$ cat src/rtl/wdog_pkg.sv
// Shared definitions for the watchdog.
// Holds the configuration register layout, the stored configuration type and
// the prescaler exponent for each select value.
// Assumes a 3-bit select field. The exponent mapping is fixed by the spec.
package wdog_pkg;

    localparam int unsigned BIT_ENA  = 0;
    localparam int unsigned BIT_RSTM = 1;
    localparam int unsigned BIT_IEN  = 3;
    localparam int unsigned SEL_LSB  = 4;
    localparam int unsigned SEL_W    = 3;
    localparam int unsigned N_SEL    = 1 << SEL_W;

    typedef struct packed {
        logic [SEL_W-1:0] div_sel;
        logic             irq_en;
        logic             rst_mode;
        logic             ena;
    } wdog_cfg_t;

    // Power-of-two exponent of the divide for one select value.
    function automatic int unsigned div_exp(input logic [SEL_W-1:0] sel);
        if (sel < 3'd5)
            return {29'd0, sel} + 32'd1;
        else if (sel == 3'd5)
            return 32'd10;
        else
            return 32'd12;
    endfunction

    localparam int unsigned PRE_W = div_exp(3'd6);

endpackage

$ cat src/rtl/wdog_regs.sv
// Register decode and configuration storage.
// A write to CFG_ADDR loads the defined fields; a write to CLR_ADDR only
// produces a strobe. Read data is combinational. A wipe pulse, raised when
// the reset pulse ends, zeroes the configuration and takes priority over a
// write in the same cycle.
module wdog_regs
    import wdog_pkg::*;
#(
    parameter int unsigned ADDR_W = 32,
    parameter int unsigned DATA_W = 16,
    parameter logic [ADDR_W-1:0] CFG_ADDR = 32'h8000_0270,
    parameter logic [ADDR_W-1:0] CLR_ADDR = 32'h8000_0274
) (
    input  logic              clk,
    input  logic              rst_n,
    input  logic [ADDR_W-1:0] bus_addr,
    input  logic [DATA_W-1:0] bus_wdata,
    input  logic              bus_we,
    input  logic              wipe,
    output wdog_cfg_t         cfg_q,
    output logic              cfg_wr,
    output logic              clr_wr,
    output logic [DATA_W-1:0] rdata,
    output logic              sel_bad
);

    logic hit_cfg;
    logic hit_clr;
    logic unused_wdata;

    assign hit_cfg      = (bus_addr == CFG_ADDR);
    assign hit_clr      = (bus_addr == CLR_ADDR);
    assign cfg_wr       = bus_we && hit_cfg;
    assign clr_wr       = bus_we && hit_clr;
    assign sel_bad      = &cfg_q.div_sel;
    assign unused_wdata = ^{bus_wdata[DATA_W-1:SEL_LSB+SEL_W], bus_wdata[2]};

    // Configuration storage: reset, wipe at pulse end, or bus load.
    always_ff @(posedge clk) begin
        if (!rst_n) begin
            cfg_q <= '0;
        end else if (wipe) begin
            cfg_q <= '0;
        end else if (cfg_wr) begin
            cfg_q.ena      <= bus_wdata[BIT_ENA];
            cfg_q.rst_mode <= bus_wdata[BIT_RSTM];
            cfg_q.irq_en   <= bus_wdata[BIT_IEN];
            cfg_q.div_sel  <= bus_wdata[SEL_LSB +: SEL_W];
        end
    end

    // Read mux: only the configuration address returns data.
    always_comb begin
        rdata = '0;
        if (hit_cfg) begin
            rdata[BIT_ENA]            = cfg_q.ena;
            rdata[BIT_RSTM]           = cfg_q.rst_mode;
            rdata[BIT_IEN]            = cfg_q.irq_en;
            rdata[SEL_LSB +: SEL_W]   = cfg_q.div_sel;
        end
    end

endmodule

$ cat src/rtl/wdog_prescaler.sv
// Selectable power-of-two prescaler.
// It emits a one-cycle tick every 2^div_exp(sel) clocks while run is high.
// The count is held at zero while run is low and cleared by restart, and
// restart also suppresses a tick in its own cycle. Terminal detection uses a
// low-bit all-ones match for each select value instead of a full comparator.
module wdog_prescaler
    import wdog_pkg::*;
(
    input  logic             clk,
    input  logic             rst_n,
    input  logic             run,
    input  logic             restart,
    input  logic [SEL_W-1:0] div_sel,
    output logic             tick
);

    logic [PRE_W-1:0] pre_q;
    logic [N_SEL-1:0] at_top;

    // One terminal-count detector per select value.
    for (genvar g = 0; g < N_SEL; g++) begin : g_top
        localparam int unsigned EXP = div_exp(3'(g));
        assign at_top[g] = &pre_q[EXP-1:0];
    end

    assign tick = run && !restart && at_top[div_sel];

    // Divider count: cleared when idle, on restart and on each tick.
    always_ff @(posedge clk) begin
        if (!rst_n) begin
            pre_q <= '0;
        end else if (!run || restart || tick) begin
            pre_q <= '0;
        end else begin
            pre_q <= pre_q + 1'b1;
        end
    end

endmodule

$ cat src/rtl/wdog_counter.sv
// Watchdog up-counter.
// Held at PRELOAD while run is low. A clear sets it to zero and wins over a
// tick in the same cycle. wrap flags the tick that takes all-ones to zero.
module wdog_counter #(
    parameter int unsigned      CNT_W   = 16,
    parameter logic [CNT_W-1:0] PRELOAD = 16'hFFE0
) (
    input  logic clk,
    input  logic rst_n,
    input  logic run,
    input  logic clear,
    input  logic tick,
    output logic wrap
);

    logic [CNT_W-1:0] cnt_q;

    assign wrap = run && tick && !clear && (&cnt_q);

    // Count update: preload when idle, clear first, then advance on tick.
    always_ff @(posedge clk) begin
        if (!rst_n) begin
            cnt_q <= PRELOAD;
        end else if (!run) begin
            cnt_q <= PRELOAD;
        end else if (clear) begin
            cnt_q <= '0;
        end else if (tick) begin
            cnt_q <= cnt_q + 1'b1;
        end
    end

endmodule

$ cat src/rtl/wdog_pulse.sv
// Fixed-length pulse generator.
// fire starts a pulse of LEN cycles in the next cycle. A fire that arrives
// while a pulse is running is ignored. done is high in the last cycle of the
// pulse.
module wdog_pulse #(
    parameter int unsigned LEN = 16
) (
    input  logic clk,
    input  logic rst_n,
    input  logic fire,
    output logic active,
    output logic done
);

    localparam int unsigned LW = (LEN > 1) ? $clog2(LEN) : 1;

    logic [LW-1:0] left_q;
    logic          act_q;

    assign active = act_q;
    assign done   = act_q && (left_q == '0);

    // Pulse state: start on fire, count down, drop after the last cycle.
    always_ff @(posedge clk) begin
        if (!rst_n) begin
            act_q  <= 1'b0;
            left_q <= '0;
        end else if (!act_q) begin
            if (fire) begin
                act_q  <= 1'b1;
                left_q <= LW'(LEN - 1);
            end
        end else if (left_q == '0) begin
            act_q <= 1'b0;
        end else begin
            left_q <= left_q - 1'b1;
        end
    end

endmodule

$ cat src/rtl/wdog_timer.sv
// Watchdog timer top.
// Connects the register decode, the prescaler, the counter and the reset
// pulse generator. A wrap in reset mode fires the pulse; otherwise, with
// the interrupt enabled, it gives a registered one-cycle interrupt.
// Assumes one bus access per cycle and a single clock domain.
module wdog_timer
    import wdog_pkg::*;
#(
    parameter int unsigned ADDR_W     = 32,
    parameter int unsigned DATA_W     = 16,
    parameter int unsigned CNT_W      = 16,
    parameter int unsigned RST_CYCLES = 16,
    parameter logic [ADDR_W-1:0] CFG_ADDR = 32'h8000_0270,
    parameter logic [ADDR_W-1:0] CLR_ADDR = 32'h8000_0274,
    parameter logic [CNT_W-1:0]  PRELOAD  = 16'hFFE0
) (
    input  logic              clk,
    input  logic              rst_n,
    input  logic [ADDR_W-1:0] bus_addr,
    input  logic [DATA_W-1:0] bus_wdata,
    input  logic              bus_we,
    output logic [DATA_W-1:0] bus_rdata,
    output logic              chip_rst_o,
    output logic              irq_o,
    output logic              sel_bad_o
);

    wdog_cfg_t cfg_q;
    logic      cfg_wr;
    logic      clr_wr;
    logic      tick;
    logic      wrap;
    logic      wipe;
    logic      fire;
    logic      irq_q;

    wdog_regs #(
        .ADDR_W   (ADDR_W),
        .DATA_W   (DATA_W),
        .CFG_ADDR (CFG_ADDR),
        .CLR_ADDR (CLR_ADDR)
    ) u_regs (
        .clk       (clk),
        .rst_n     (rst_n),
        .bus_addr  (bus_addr),
        .bus_wdata (bus_wdata),
        .bus_we    (bus_we),
        .wipe      (wipe),
        .cfg_q     (cfg_q),
        .cfg_wr    (cfg_wr),
        .clr_wr    (clr_wr),
        .rdata     (bus_rdata),
        .sel_bad   (sel_bad_o)
    );

    wdog_prescaler u_pre (
        .clk     (clk),
        .rst_n   (rst_n),
        .run     (cfg_q.ena),
        .restart (cfg_wr),
        .div_sel (cfg_q.div_sel),
        .tick    (tick)
    );

    wdog_counter #(
        .CNT_W   (CNT_W),
        .PRELOAD (PRELOAD)
    ) u_cnt (
        .clk   (clk),
        .rst_n (rst_n),
        .run   (cfg_q.ena),
        .clear (clr_wr),
        .tick  (tick),
        .wrap  (wrap)
    );

    assign fire = wrap && cfg_q.rst_mode;

    wdog_pulse #(
        .LEN (RST_CYCLES)
    ) u_pulse (
        .clk    (clk),
        .rst_n  (rst_n),
        .fire   (fire),
        .active (chip_rst_o),
        .done   (wipe)
    );

    // Interrupt flag: one cycle after a wrap in continue mode.
    always_ff @(posedge clk) begin
        if (!rst_n) begin
            irq_q <= 1'b0;
        end else begin
            irq_q <= wrap && !cfg_q.rst_mode && cfg_q.irq_en;
        end
    end

    assign irq_o = irq_q;

endmodule

$ cat config.mk
export PLATFORM = sky130hd
export DESIGN_NAME = wdog_timer
export DESIGN_NICKNAME = d
export VERILOG_FILES = /design/src/rtl/wdog_pkg.sv /design/src/rtl/wdog_regs.sv /design/src/rtl/wdog_prescaler.sv /design/src/rtl/wdog_counter.sv /design/src/rtl/wdog_pulse.sv /design/src/rtl/wdog_timer.sv
export SDC_FILE = /design/constraint.sdc
export NUM_CORES = 1
export LEC_CHECK = 0
export BUFFER_PORTS_ARGS = -buffer_cell sky130_fd_sc_hd__buf_2
export CORE_MARGIN = 5
export CORE_UTILIZATION = 40
export DETAILED_ROUTE_END_ITERATION = 8
export PLACE_DENSITY = 0.71
export SYNTH_ARGS = -nofsm -noshare
export SYNTH_HDL_FRONTEND = slang
export SYNTH_SLANG_ARGS = --single-unit
$ cat constraint.sdc
create_clock -name clk -period 2.4 [get_ports clk]
set_clock_uncertainty 0.05 [all_clocks]
set_input_delay 0.12 -clock clk [delete_from_list [all_inputs] [get_ports clk]]
set_output_delay 0.12 -clock clk [all_outputs]
set_load 0.03 [all_outputs]
==> flow_summary.ini, run 1 <==
[status]
status = finished clean

[worst_setup_path]
cp.required_ps = 2590
critPathLaunchType = flop
critPathMaxFanout = 15
endpoint_kind = flop
worst-setup-path-type = reg -> reg
cp.arrival_ps = 2360

[synthesis]
synth_cell_types = 50
ys_seq_area_share_pct = 36.04
syn_area_mm2 = 0.002222
syn_inst = 254
synth_top_area_cell = dfxtp_1
synth_ff_type = dfxtp_1
syn_area_per_cell_um2 = 8.749
synth_top_area_share_pct = 36.04
ys_ff_latch = 40
synth_edf_count = 0
yosys-top-cells-area = dfxtp_1, xnor2_1, nor4_2, nand2_1, nor2_1
yosysWarningCount = 0
async_reset_ff_share_pct = 0

[cts]
cts_buffer_depth = 2
cts_resized = 0
cts_buffers = 5
root_buffer = clkbuf_8
path_clk_slew_ps = 80
ctsHoldBuffers = 0
cts.sinks = 40
cts_tree = done
cts_setup_buffers = 0
cts_max_level = 2
worstSkewPairLatency_ps = 300

[sta]
relSlewSlack_pct = 52.98
finalSetupViolations = 0
min_period_ps = 2174
tightest_slew_ps = 699.9
finalCritPeriodShare_pct = 90.59
fmax_mhz = 459.9
fin_setup_tns_ps = 0
finalHoldViolations = 0
whs_ps = 6.145
rsz0062_at_grt = false
drv_slew = 0

[global_route]
gr-usage-all-layers_pct = 14.48
antenna_found_initial = 0
grt_pass1_vias = 1980
grt_max_degree = 16
grt_pass1_wl_mm = 8.618
grt_overflow = 0

[power_and_ir_drop]
pwr-share-comb_pct = 5.2
leakagePower_nw = 1.023
p_per_area_mw_per_mm2 = 473.5
pwr-share-seq_pct = 51.8
irDropWorstVdd_v = 0.0004816
pwr-share-clk_pct = 42.9
swShare_pct = 21.95
p_int_mw = 0.9983
p_sw_mw = 0.2808
finalPower_mw = 1.279

[detailed_routing]
drt_iter0_drc = 101
ant_nets = 0
wl_per_cell_um = 12.65
drc = 0
via_count = 1955
drt-total-wl_mm = 4.882
drtPass1Iterations = 4
vias_per_cell = 5.065

[layout]
n_antenna_cell = 0
instances_no_fill = 386
areaGrowthSynthToFinish_pct = 21.57
drive_gt1_share_pct = 29.30
fillCellCount = 517
nets = 370
ff_latch_area_um2 = 800.8
multi_input_area_mm2 = 0.001336

[placed_design]
dpl.hpwl_mm = 3.722
gp_congestion = 0.8058
io_buffers = 49
dp.cells = 378

[floorplanning]
std_cell_rows = 27
die_h_um = 84.54
die_w_um = 84.54
core_area_mm2 = 0.005439
start_util_pct = 40.86
die_area_mm2 = 0.007146
io_pins = 70

[job]
maxCapViolCount = 0

[hold_path]
hold_class = in -> reg
-- metrics by stage --
| step | area, um^2 | setup WS [ps] | utilization [%] |
|---|---|---|---|
| final | 2701 | 225.8 | 49.67 |
| after global routing | 2701 | 41.42 | 49.67 |
| after CTS | 2679 | 38.30 | 49.25 |
| after detailed placement | 2567 | 76.23 | 47.21 |
| after global placement | 2567 | 104.3 | 47.21 |
| after floorplan | 2256 | 266.6 | - |
-- cells in the mapped netlist (all sizes together) (2+ instances only) --
library cell / instances
dfxtp: 40
nand2: 27
nor2: 24
nor4: 16
xnor2: 16
buf: 14
nand3: 14
o21ai: 14
inv: 10
nor3: 9
a21oi: 8
and2: 7
ha: 6
nand4: 6
xor2: 6
and3: 5
nand2b: 5
a31oi: 4
a21boi: 3
mux2i: 2
nor4b: 2
o22ai: 2
-- layout by cell type, fill, tap and decap left out, types with 2 or more instances in the layout --
cell      count
a21boi_1      2
a21oi_1       8
a31oi_1       3
and2_1        7
and3_1        5
buf_2        49
buf_4         8
clkbuf_8      5
conb_1       10
dfxtp_1      40
ha_1          6
inv_1        10
mux2i_1       2
nand2_1      27
nand2b_1      5
nand3_1      13
nand4_1       4
nand4_2       2
nor2_1       23
nor3_1        5
nor3_2        3
nor4_1        5
nor4_2       10
o21ai_0       6
o21ai_1       8
xnor2_1      16
xor2_1        6
-- state kept, by name (all words and copies together), names as in the netlist --
signal          flops
u_cnt.cnt_q        16
u_pulse.left_q      4
u_pre.pre_q        12
u_regs.cfg_q        6
irq_o               1
u_pulse.active      1
-- worst max-delay path, cell delays in order (launching register included) --
cell and delay (ps):
dfxtp_1 320, ha_1 200, ha_1 170, mux2i_1 130
o22ai_1 130, o22ai_4 530, nor3_4 120, a311o_1 370
nand3_1 80
-- cell families (layout without fill, tap and decap cells) --
kind of cell             count (synthesis)  after routing  share of synthesized area (%)
flip-flops                              40             40                          36.04
other                                    1             10                         0.1688
AO/OA/AOI/OAI                           35             35                          10.70
multiplexers                             2              2                         0.9009
adder cells (fa/ha/maj)                  6              6                          3.378
XOR/XNOR                                22             22                          8.671
AND/OR/NAND/NOR                        123            123                          33.78
buffers and inverters                   25             76                          6.362
-- path summary, 6_finish.rpt --
path / startpoint / to / slack [ps] / cells past startpoint
setup / recovery: u_pre.pre_q[0] / u_cnt.cnt_q[7] / 230 / 8
hold / removal: bus_wdata[4] / u_regs.cfg_q[3] / 6 / 3
setup reg to reg: u_pre.pre_q[0] / u_cnt.cnt_q[7] / 230 / 8
hold reg to reg: u_regs.cfg_q[2] / u_regs.cfg_q[2] / 430 / 2
-- routing by layer --
layer / vias to the layer above / wire length, um / share of wire, % / track usage (%)
met4: 0 / 45 / 0.92 / 3.741
met2: 58 / 2356 / 48 / 25.62
met5: - / 0 / 0 / 0
met3: 7 / 350 / 7.2 / 4.711
li1: 994 / - / - / -
met1: 896 / 2129 / 44 / 16.77
-- area by class of cell --
class / count / area share, %
Inverter: 10 / 1.390
Multi-Input combinational cell: 198 / 49.47
Tap cell: 72 / 3.335
Sequential cell: 40 / 29.64
Clock buffer: 5 / 2.547
Clock inverter: 3 / 1.575
Timing Repair Buffer: 58 / 12.04
-- power by group through the flow --
stage          registers [mW]  clock network [mW]  logic, mW
6_report                0.663               0.549     0.0670
5_1_grt                 0.663               0.597     0.0729
4_1_cts                 0.663               0.560     0.0672
3_5_place_dp            0.679                   0     0.0672
3_3_place_gp            0.679                   0     0.0657
2_1_floorplan           0.679                   0     0.0423
Note: power is estimated with default switching activity, not from simulation.
==> run 2: changes to the inputs <==
Settings changed: CAP_MARGIN set to 20.
Clock period 2.4 ns to 2.5 ns, I/O delays scaled along.
==> flow_summary.ini, run 2 (synthesis gave the netlist of run 1 again) <==
[status]
status = finished clean

[layout]
fillCellCount = 525
areaGrowthSynthToFinish_pct = 19.26
nets = 367
layout_commonest_cell = buf_2
final_cell_mix = buf_2, dfxtp_1, nand2_1
multi_input_area_mm2 = 0.001314
ff_latch_area_um2 = 800.8
largest_reg_flops = 16
top_regs = u_cnt.cnt_q x16, u_pre.pre_q x12, u_regs.cfg_q x6
n_antenna_cell = 0
top_register = u_cnt.cnt_q
drive_gt1_share_pct = 27.97

[sta]
finalHoldViolations = 0
whs_ps = 8.420
fmax_mhz = 444.6
finalCritPeriodShare_pct = 89.97
rsz0062_at_grt = false
min_period_ps = 2249
tightest_slew_ps = 909.3
drv_slew = 0
finalSetupViolations = 0
relSlewSlack_pct = 39.11
fin_setup_tns_ps = 0

[floorplanning]
core_area_mm2 = 0.005439
die_h_um = 84.54
die_w_um = 84.54
start_util_pct = 40.86
io_pins = 70
std_cell_rows = 27
die_area_mm2 = 0.007146

[hold_path]
hold_depth = 3
hold_class = in -> reg

[worst_setup_path]
cp.required_ps = 2680
path_cells = ha_1, nand3_2, nor4_2, o22ai_2, buf_4, nor3_2, nand4b_1, a31oi_1
cp_slowest_cell = dfxtp_1
r2r_cells = 8
path_depth = 8
critPathMaxFanout = 14
slowest_delay_ps = 400
critPathLaunchType = flop
critPathTopFamily = simple AND/OR/NAND/NOR gates
cp.arrival_ps = 2430
endpoint_kind = flop
worst-setup-path-type = reg -> reg
crit_buf_inv = 1

[cts]
ctsHoldBuffers = 1
cts_buffers = 5
cts_max_level = 2
path_clk_slew_ps = 80
cts_buffer_depth = 2
worstSkewPairLatency_ps = 300
root_buffer = clkbuf_8
cts_setup_buffers = 0
cts_tree = done
cts.sinks = 40
cts_resized = 0

[detailed_routing]
via_count = 1920
vias_per_cell = 5.013
drc = 0
drtPass1Iterations = 4
ant_nets = 0
drt_iter0_drc = 51
wl_per_cell_um = 11.78
drt-total-wl_mm = 4.510

[placed_design]
io_buffers = 49
dpl.hpwl_mm = 3.506
gp_congestion = 0.8250

[job]
maxCapViolCount = 0

[global_route]
gr-usage-all-layers_pct = 13.21
antenna_found_initial = 0
grt_overflow = 0
grt_pass1_wl_mm = 7.886
grt_pass1_vias = 1882
grt_max_degree = 15

[power_and_ir_drop]
irDropWorstVdd_v = 0.0003407
leakagePower_nw = 0.9836
p_per_area_mw_per_mm2 = 468.9
-- run 2: per-layer routing --
layer  track usage [%]  routed length (um)  vias to the layer above  part of all wire [%]
li1                  -                   -                      992                     -
met1             15.88                1973                      867                    44
met2             22.14                2137                       55                    47
met3             4.416                 341                        6                   7.6
met4             4.317                  58                        0                   1.3
met5                 0                   0                        -                     0
-- run 2: path summary, 6_finish.rpt --
path	from	endpoint	slack, ps
worst max register to register	u_pre.pre_q[0]	u_pulse.left_q[1]	250
worst max-delay path	u_pre.pre_q[0]	u_pulse.left_q[1]	250
worst min-delay path	bus_wdata[6]	u_regs.cfg_q[5]	8
worst min register to register	u_regs.cfg_q[2]	u_regs.cfg_q[2]	420
-- run 2: final cells by class --
cell class	instances	share of cell area [%]
Sequential cell	40	30.22
Clock buffer	5	2.597
Tap cell	72	3.399
Timing Repair Buffer	55	11.05
Inverter	10	1.416
Multi-Input combinational cell	198	49.58
Clock inverter	3	1.747
-- run 2: worst reg2reg max path: stages, from the launching register on --
cell and delay (ps):
dfxtp_1 400, ha_1 230, nand3_2 110, nor4_2 320
o22ai_2 120, buf_4 220, nor3_2 290, nand4b_1 240
a31oi_1 210
-- run 2: report_power, final --
part	internal (mW)	leakage (nW)	switching, mW
Clock	0.301	0.0548	0.241
Combinational	0.0274	0.606	0.0376
Sequential	0.636	0.322	0.0000000000270
-- run 2: metrics by stage --
step	area (um^2)	worst slack (ps)	std cells	util [%]	power (mW)
after floorplan	2256	366.6	263	-	0.6921
after global placement	2525	258.8	374	46.42	0.7148
after detailed placement	2525	233.1	374	46.42	0.7155
after CTS	2650	218.9	383	48.72	1.260
after global routing	2650	14.43	383	48.72	1.290
final	2650	250.7	383	48.72	1.243
==> run 3: changes to the inputs <==
Settings changed: SYNTH_HIERARCHICAL set to 1.
==> flow_summary.ini, run 3 <==
[status]
status = finished with violations
violations = setup timing

[layout]
largest_reg_flops = 16
final_cell_mix = buf_2, dfxtp_1, buf_4
final_core_util_pct = 54.03
n_antenna_cell = 0
layout_commonest_cell = buf_2
stdcell_area_mm2 = 0.002975
nets = 380
top_register = u_cnt/cnt_q
drive_gt1_share_pct = 40.74
top_regs = u_cnt/cnt_q x16, u_pre/pre_q x12, u_regs/cfg_q x6
areaGrowthSynthToFinish_pct = 32.04

[power_and_ir_drop]
p_per_area_mw_per_mm2 = 409.9
leakagePower_nw = 1.182
irDropWorstVdd_v = 0.0003020

[detailed_routing]
vias_per_cell = 5.061
drc = 0
ant_nets = 0
drt-total-wl_mm = 5.462
wl_per_cell_um = 13.79
drt_iter0_drc = 88
drtPass1Iterations = 4
via_count = 2004

[floorplanning]
die_w_um = 85.06
start_util_pct = 40.92
die_area_mm2 = 0.007234
io_pins = 70
std_cell_rows = 27
core_area_mm2 = 0.005507
die_h_um = 85.06

[sta]
finalHoldViolations = 0
drv_slew = 0
fin_setup_tns_ps = -1340
min_period_ps = 2806
setup_ws_ps = -306.3
finalCritPeriodShare_pct = 112.3
fmax_mhz = 356.3
tightest_slew_ps = 612.2
finalSetupViolations = 5
whs_ps = 27.11
relSlewSlack_pct = 59.01
rsz0062_at_grt = true

[synthesis]
syn_area_per_cell_um2 = 9.273
synth_top_area_cell = dfxtp_1
synth_ff_type = dfxtp_1
async_reset_ff_share_pct = 0
synth_commonest_cells = dfxtp_1, nand2_1, nor3_1
synth_cell_types = 56
ys_seq_area_share_pct = 35.54
syn_area_mm2 = 0.002253
synth_top_area_share_pct = 35.54
yosys-top-cells-area = dfxtp_1, xnor2_1, nor3_2, xor2_1, nand2_1
synth_most_common_cell = dfxtp_1
synth_edf_count = 0
yosysWarningCount = 6
syn_inst = 243
ys_ff_latch = 40

[worst_setup_path]
path_cells = ha_4, and3_4, ha_4, o311ai_2, o32ai_2, and3b_1, nand4_1, or4_4, nor3_4, and2_4, nor2b_4, a211oi_2, a211oi_1
worst-setup-path-type = reg -> reg
critPathTopFamily = simple AND/OR/NAND/NOR gates
cp.required_ps = 2650
path_common_cell = ha_4
critPathLaunchType = flop
endpoint_kind = flop
cp_slowest_cell = or4_4
crit_buf_inv = 0
cp.arrival_ps = 2960
slowest_delay_ps = 530
critPathMaxFanout = 4

[global_route]
grt_overflow = 0
grt_pass1_vias = 2058
gr-usage-all-layers_pct = 15.83
grt_pass1_wl_mm = 9.425
antenna_found_initial = 0
grt_max_degree = 17

[placed_design]
dpl_cell_area_mm2 = 0.002771
gp_congestion = 0.8514
pre_cts_ws_ps = -397.1
io_buffers = 49
dpl.hpwl_mm = 4.162

[cts]
worstSkewPairLatency_ps = 290
cts_tree = done
cts.sinks = 40
cts_buffers = 5
cts_max_level = 2
path_clk_slew_ps = 80
root_buffer = clkbuf_8
cts_buffer_depth = 2

[job]
maxCapViolCount = 0

[hold_path]
hold_class = in -> reg
-- run 3: changes by cell type after synthesis, sizes merged, moves of 5 or more --
cell	change
a21oi	-6
nor2	-19
nand2b	-5
nand4	+5
nor3	+14
nor4	-7
mux2i	+5
nand3	-7
-- run 3: worst paths after layout --
path,start,slack [ps],to,cells past startpoint
worst max-delay path,u_pre/pre_q[1],-310,u_pulse/left_q[0],13
worst min-delay path,bus_wdata[4],30,u_regs/cfg_q[3],3
worst max register to register,u_pre/pre_q[1],-310,u_pulse/left_q[0],13
worst min register to register,u_regs/cfg_q[2],450,u_regs/cfg_q[2],2
-- run 3: layer usage --
metal	routed length, um	global-route usage [%]	vias up
met1	2307	18.60	952
li1	-	-	1016
met2	2912	28.32	27
met3	164	3.592	9
met4	78	5.036	0
met5	0	0	-
-- run 3: report_power, final --
group          internal [mW]  leakage [nW]  total (mW)    switching, mW
clock                  0.296        0.0552       0.516            0.219
combinational         0.0290         0.803      0.0687           0.0397
sequential             0.635         0.324       0.635  0.0000000000248
-- run 3: worst min-delay path, cell delays in order --
cell	delay, ps
buf_2	100
nand2_1	40
mux2i_1	60
-- run 3: area by class of cell --
cell class	count	area [um^2]
clock buffer	6	72.57
fill	509	2531
timing repair buffer	82	496.7
sequential	40	805.8
multi-input combinational	185	1441
inverter	9	33.78
tap	72	90.09
clock inverter	2	35.03
-- run 3: kinds of logic after synthesis --
kind of cell	synth area share [%]
simple gates	33.98
flops	35.54
buf+inv	6.940
compound gates	7.884
xor+xnor	8.551
mux	3.609
fa+ha+maj	3.331
other cells	0.1664
-- run 3: timing repair --
item | CTS | global route
resized for setup | 8 | 5
hold buffers | 0 | 0
endpoints found under the setup margin | 6 | 16
pin swaps | 9 | 7
buffers inserted | 7 | 4
-- run 3: stage by stage --
stage / total power, mW / instances
floorplan: 0.6932 / 252
global placement: 0.7172 / 383
detailed placement: 0.7188 / 383
CTS: 1.230 / 398
global route: 1.270 / 396
finish: 1.220 / 396
